## src/rtl/dbl2int_pkg.sv

```systemverilog
package dbl2int_pkg;
  localparam int DW      = 64;
  localparam int EW      = 11;
  localparam int FW      = 52;
  localparam int SHW     = EW + 2;
  localparam int BIAS    = (1 << (EW - 1)) - 1;
  localparam int INT_OFS = BIAS + FW;
  localparam logic [DW-1:0] MIN_INT_BITS = 64'hC3E0_0000_0000_0000;
  localparam logic [DW-1:0] HALF = {1'b1, {(DW-1){1'b0}}};

  typedef enum logic [1:0] {
    RND_NEAR = 2'b00,
    RND_ZERO = 2'b01,
    RND_UP   = 2'b10,
    RND_DOWN = 2'b11
  } rnd_mode_e;

  typedef struct packed {
    logic            neg;
    logic [DW-1:0]   mag;
    logic [DW-1:0]   rfrac;
    rnd_mode_e       mode;
    logic            inv;
    logic            ovf;
  } align_t;

  function automatic logic f_round_inc(rnd_mode_e m, logic neg, logic lsb,
                                       logic [DW-1:0] rf);
    logic inc;
    case (m)
      RND_NEAR: inc = (rf > HALF) || ((rf == HALF) && lsb);
      RND_UP:   inc = (rf != '0) && !neg;
      RND_DOWN: inc = (rf != '0) && neg;
      default:  inc = 1'b0;
    endcase
    return inc;
  endfunction

  function automatic logic [DW-1:0] f_apply_sign(logic neg, logic [DW-1:0] v);
    return neg ? (~v + 1'b1) : v;
  endfunction
endpackage

```

## src/rtl/dbl2int_align.sv

```systemverilog
module dbl2int_align
  import dbl2int_pkg::*;
(
  input  logic [DW-1:0] op_bits,
  input  rnd_mode_e     mode_in,
  input  logic          chop,
  input  logic          flush_sub,
  output align_t        aln,
  output logic          ev_nonfinite,
  output logic          ev_sub_sticky,
  output logic          ev_big
);
  logic                  sgn;
  logic [EW-1:0]         ex;
  logic [FW-1:0]         fr;
  logic [DW-1:0]         mant;
  logic signed [SHW-1:0] sh;
  logic signed [SHW-1:0] nsh;

  assign sgn  = op_bits[DW-1];
  assign ex   = op_bits[DW-2:FW];
  assign fr   = op_bits[FW-1:0];
  assign mant = {{(DW-FW-1){1'b0}}, 1'b1, fr};
  assign sh   = $signed({2'b00, ex}) - SHW'(INT_OFS);
  assign nsh  = -sh;

  assign ev_nonfinite  = (ex == '1);
  assign ev_sub_sticky = (ex == '0) && (fr != '0) && !flush_sub;
  assign ev_big        = !ev_nonfinite && (ex != '0) && !sh[SHW-1];

  always_comb begin
    aln      = '0;
    aln.mode = chop ? RND_ZERO : mode_in;
    if (ev_nonfinite) begin
      aln.inv = 1'b1;
    end else if (ex == '0) begin
      if (ev_sub_sticky) begin
        aln.neg   = sgn;
        aln.rfrac = DW'(1);
      end
    end else begin
      aln.neg = sgn;
      if (ev_big) begin
        if (sh < SHW'(DW)) aln.mag = mant << sh[5:0];
        aln.ovf = (sh >= SHW'(DW - FW - 1)) && (op_bits != MIN_INT_BITS);
      end else if (nsh < SHW'(DW - 1)) begin
        aln.mag   = mant >> nsh[5:0];
        aln.rfrac = mant << (7'd64 - nsh[6:0]);
      end else begin
        aln.rfrac = DW'(1);
      end
    end
  end
endmodule

```

## src/rtl/dbl2int_round.sv

```systemverilog
module dbl2int_round
  import dbl2int_pkg::*;
(
  input  align_t        aln,
  output logic [DW-1:0] res,
  output logic          inv,
  output logic          ovf,
  output logic          inexact,
  output logic          ev_round_up
);
  logic [DW-1:0] sum;

  assign ev_round_up = f_round_inc(aln.mode, aln.neg, aln.mag[0], aln.rfrac);
  assign sum         = aln.mag + DW'(ev_round_up);
  assign res         = f_apply_sign(aln.neg, sum);
  assign inv         = aln.inv;
  assign ovf         = aln.ovf;
  assign inexact     = aln.ovf || (aln.rfrac != '0);
endmodule

```

## src/rtl/dbl2int_cvt.sv

```systemverilog
module dbl2int_cvt
  import dbl2int_pkg::*;
(
  input  logic          clk,
  input  logic          rst_n,
  input  logic          in_valid,
  input  logic [63:0]   in_bits,
  input  logic [1:0]    rnd_mode,
  input  logic          chop,
  input  logic          flush_sub,
  output logic          out_valid,
  output logic [63:0]   out_int,
  output logic          flag_invalid,
  output logic          flag_ovf,
  output logic          flag_inexact
);
  align_t        aln_d, aln_q;
  logic          stage1_valid;
  logic          ev_nonfinite, ev_sub_sticky, ev_big, ev_round_up;
  logic [DW-1:0] res_d;
  logic          inv_d, ovf_d, inx_d;

  dbl2int_align u_align (
    .op_bits       (in_bits),
    .mode_in       (rnd_mode_e'(rnd_mode)),
    .chop          (chop),
    .flush_sub     (flush_sub),
    .aln           (aln_d),
    .ev_nonfinite  (ev_nonfinite),
    .ev_sub_sticky (ev_sub_sticky),
    .ev_big        (ev_big)
  );

  always_ff @(posedge clk) begin
    if (!rst_n) begin
      stage1_valid <= 1'b0;
      aln_q        <= '0;
    end else begin
      stage1_valid <= in_valid;
      aln_q        <= aln_d;
    end
  end

  dbl2int_round u_round (
    .aln         (aln_q),
    .res         (res_d),
    .inv         (inv_d),
    .ovf         (ovf_d),
    .inexact     (inx_d),
    .ev_round_up (ev_round_up)
  );

  always_ff @(posedge clk) begin
    if (!rst_n) begin
      out_valid    <= 1'b0;
      out_int      <= '0;
      flag_invalid <= 1'b0;
      flag_ovf     <= 1'b0;
      flag_inexact <= 1'b0;
    end else begin
      out_valid    <= stage1_valid;
      out_int      <= res_d;
      flag_invalid <= inv_d;
      flag_ovf     <= ovf_d;
      flag_inexact <= inx_d;
    end
  end
endmodule

```

## config.mk

```make
export PLATFORM = sky130hd
export DESIGN_NAME = dbl2int_cvt
export DESIGN_NICKNAME = d
export VERILOG_FILES = /design/src/rtl/dbl2int_pkg.sv /design/src/rtl/dbl2int_align.sv /design/src/rtl/dbl2int_round.sv /design/src/rtl/dbl2int_cvt.sv
export SDC_FILE = /design/constraint.sdc
export NUM_CORES = 1
export LEC_CHECK = 0
export BUFFER_PORTS_ARGS = -buffer_cell sky130_fd_sc_hd__buf_2
export CORE_MARGIN = 2
export CORE_UTILIZATION = 67
export DETAILED_ROUTE_END_ITERATION = 8
export GPL_ROUTABILITY_DRIVEN = 1
export PLACE_DENSITY = 0.88
export RECOVER_POWER = 25
export SLEW_MARGIN = 10
export SYNTH_ARGS = -nofsm -noshare
export SYNTH_HDL_FRONTEND = slang
export SYNTH_SLANG_ARGS = --single-unit
```

## constraint.sdc

```tcl
create_clock -name clk -period 14.05 [get_ports clk]
set_input_delay 0.7025 -clock clk [delete_from_list [all_inputs] [get_ports clk]]
set_output_delay 0.7025 -clock clk [all_outputs]
set_load 0.02 [all_outputs]
```

==> impl_metrics.json <==
{
  "netlist_instances": 2425,
  "p_per_area_nw_per_um2": 114,
  "cts_buffer_depth": 3,
  "cp.required_ns": 14.45,
  "yosysMostFrequentCell": "nor2_1",
  "fin_ws_ns": 7.39,
  "synth_area_leader_cell": "dfxtp_1",
  "worstMarginPinSlew_ns": 2.64,
  "die_h_um": 169,
  "wl_per_cell_um": 25.8,
  "root_buffer": "clkbuf_16",
  "syn2layout_area_growth_pct": 6.94,
  "cp-end-kind": "flip-flop",
  "drc": 0,
  "skew_ns": 0.0248,
  "ir_drop_uv": 110,
  "fin_crit_sh_pct": 47.4,
  "power.static_leakage_uw": 0.00786,
  "synth.distinct_cells": 92,
  "violations": "max-capacitance violations, max-slew violations",
  "drive_above_1_share_pct": 12.4,
  "port-buffer-count": 138,
  "critPathArrivalTime_ns": 7.06,
  "gp_congestion": 1.20,
  "maxCapViolCount": 1,
  "place_area_um2": 18900,
  "grt_pass1_wl_mm": 107,
  "vias": 19800,
  "routed_wl_mm": 71.5,
  "synth_edf_count": 0,
  "synthTopCellsByCount": "363 x nor2_1, 255 x mux2i_1, 202 x dfxtp_1",
  "ys.warnings.count": 0,
  "syn-num-nets": 2506,
  "diodes": 0,
  "cts.repair.resized": 0,
  "cts_tree": "built",
  "grtUsageTotal_pct": 48.7,
  "hold_viol_final": 0,
  "num_io_pins": 139,
  "postLayoutCoreUtil_pct": 72.6,
  "fp-row-count": 60,
  "cp-start-kind": "flip-flop",
  "synth_seq_area_share_pct": 22.2,
  "synth_area_leaders": "dfxtp_1 22%, mux2i_1 14%, nor2_1 7.5%",
  "dp_hpwl_mm": 53.2,
  "ys_ff_latch": 202,
  "setup_viol": 0,
  "finalMaxSlewViolations": 58,
  "async_flop_share_pct": 0,
  "synth_top_area_share_pct": 22.2,
  "cp_max_fo": 53,
  "place_ws_ns": 7.69,
  "insertion_delay_ns": 0.52,
  "antenna_found_initial": 0,
  "synth.avg_cell_area_um2": 7.52,
  "dieArea_um2": 28600,
  "postCtsSetupRepairBufs": 0,
  "core-area_um2": 26900,
  "drt.antenna.violating_nets": 0,
  "setup.worst_path.class": "flip-flop to flip-flop",
  "viasPerCell": 7.16,
  "fmax_mhz": 150,
  "dr.pass1.iters": 8,
  "die_w_um": 169,
  "netlist_area_um2": 18200,
  "nNetsFinal": 2497,
  "hp-class": "input pin to flip-flop",
  "grt_pass1_vias": 18100,
  "cts.sinks": 202,
  "start_util_pct": 67.9,
  "synth_flop_cell": "dfxtp_1",
  "overflow": 0,
  "status": "finished with violations",
  "rsz0062_at_grt": "false",
  "grt_start_max_net_pins": 79,
  "fin_tns_setup_ns": 0,
  "relSlewSlack_pct": -76.0,
  "drtIter0Drc": 3396,
  "htree_levels": 1,
  "reg2reg_slack_ns": 7.39,
  "total_power_uw": 2230,
  "cts_hold_buf": 0,
  "postLayoutCellArea_um2": 19500,
  "cts_buffers": 21,
  "fin_crit_ns": 6.66,
  "path_clk_slew_ns": 0.06
}
## per-layer routing
metal  global-route usage [%]  vias to the layer above  part of all wire (%)
li1                         -                     8813                     -
met1                     57.3                     8932                    35
met2                     78.3                     1660                    44
met3                     9.61                      429                    11
met4                     37.0                        0                   9.7
met5                        0                        -                     0
## cell usage in the layout (no fill, tap or decap), types with 7 or more instances in the layout
cell type / n
nor4_1: 54
nor2_1: 363
o22ai_1: 36
a211o_1: 8
mux4_2: 19
clkbuf_16: 21
a31oi_1: 16
a22oi_1: 34
a21oi_1: 190
dfxtp_1: 201
nand3_1: 58
a211oi_1: 44
nor3_1: 62
xnor2_1: 75
and2_1: 21
or4_1: 11
inv_1: 49
o211ai_1: 19
xnor2_2: 7
or3_1: 18
and4_1: 12
nand4_1: 47
buf_4: 27
buf_2: 76
nand2b_1: 14
clkbuf_1: 69
mux2i_1: 255
or2_2: 11
nand2_1: 196
o21ai_0: 95
and3_1: 20
o31ai_1: 17
a21o_1: 11
mux2_2: 83
ha_1: 8
xor2_1: 40
## flip-flops by register name (all words and copies together) (netlist names)
name,cells
aln_q,133
flag_ovf,1
flag_inexact,1
stage1_valid,1
out_int,64
out_valid,1
flag_invalid,1
## path summary, 6_finish.rpt
path | startpoint | to | cells past startpoint
max | aln_q[132] | out_int[44] | 13
min reg2reg | aln_q[1] | flag_invalid | 1
min | chop | aln_q[3] | 2
max reg2reg | aln_q[132] | out_int[44] | 13
## critical path: stages (launching register included)
cell,delay (ns)
dfxtp_2,0.31
buf_4,0.46
inv_1,0.58
a2111oi_0,0.58
ha_1,0.32
and3_1,0.32
nand4_1,0.65
o21ai_0,0.44
nand4_1,0.27
nor4_1,0.95
nand4_1,0.68
o21ai_0,0.53
o21ai_0,0.19
mux2i_1,0.17
## cell families after synthesis
kind of cell               after synthesis  share of synthesized area [%]
and+or+nand+nor                        931                           24.7
AOI/OAI and AO/OA                      548                           19.4
muxes                                  357                           21.5
buffers and inverters                  251                           5.38
DFF                                    202                           22.2
xor gates and xnor gates               126                           6.20
adders and majority gates               10                          0.686
## power breakdown
group	internal [uW]	leakage, uW	total (uW)	switching [uW]
Combinational	348	0.00589	1050	702
Clock	328	0.000336	566	237
Sequential	596	0.00164	611	15.0
## per-stage QoR
step | hold WS [ns] | instances
finish | 0.387 | 2772
CTS | 0.393 | 2772
global placement | 0.414 | 2734
floorplan | 0.412 | 2425
detailed placement | 0.427 | 2734
global route | 0.390 | 2772
## cell type report
cell class	count	area [um^2]
Fill cell	2166	7370
Inverter	53	199
Tap cell	341	427
Clock inverter	5	63.8
Timing Repair Buffer	166	820
Sequential cell	202	4050
Clock buffer	33	631
Multi-Input combinational cell	1972	13300
Power figures use the tool's default switching activity.
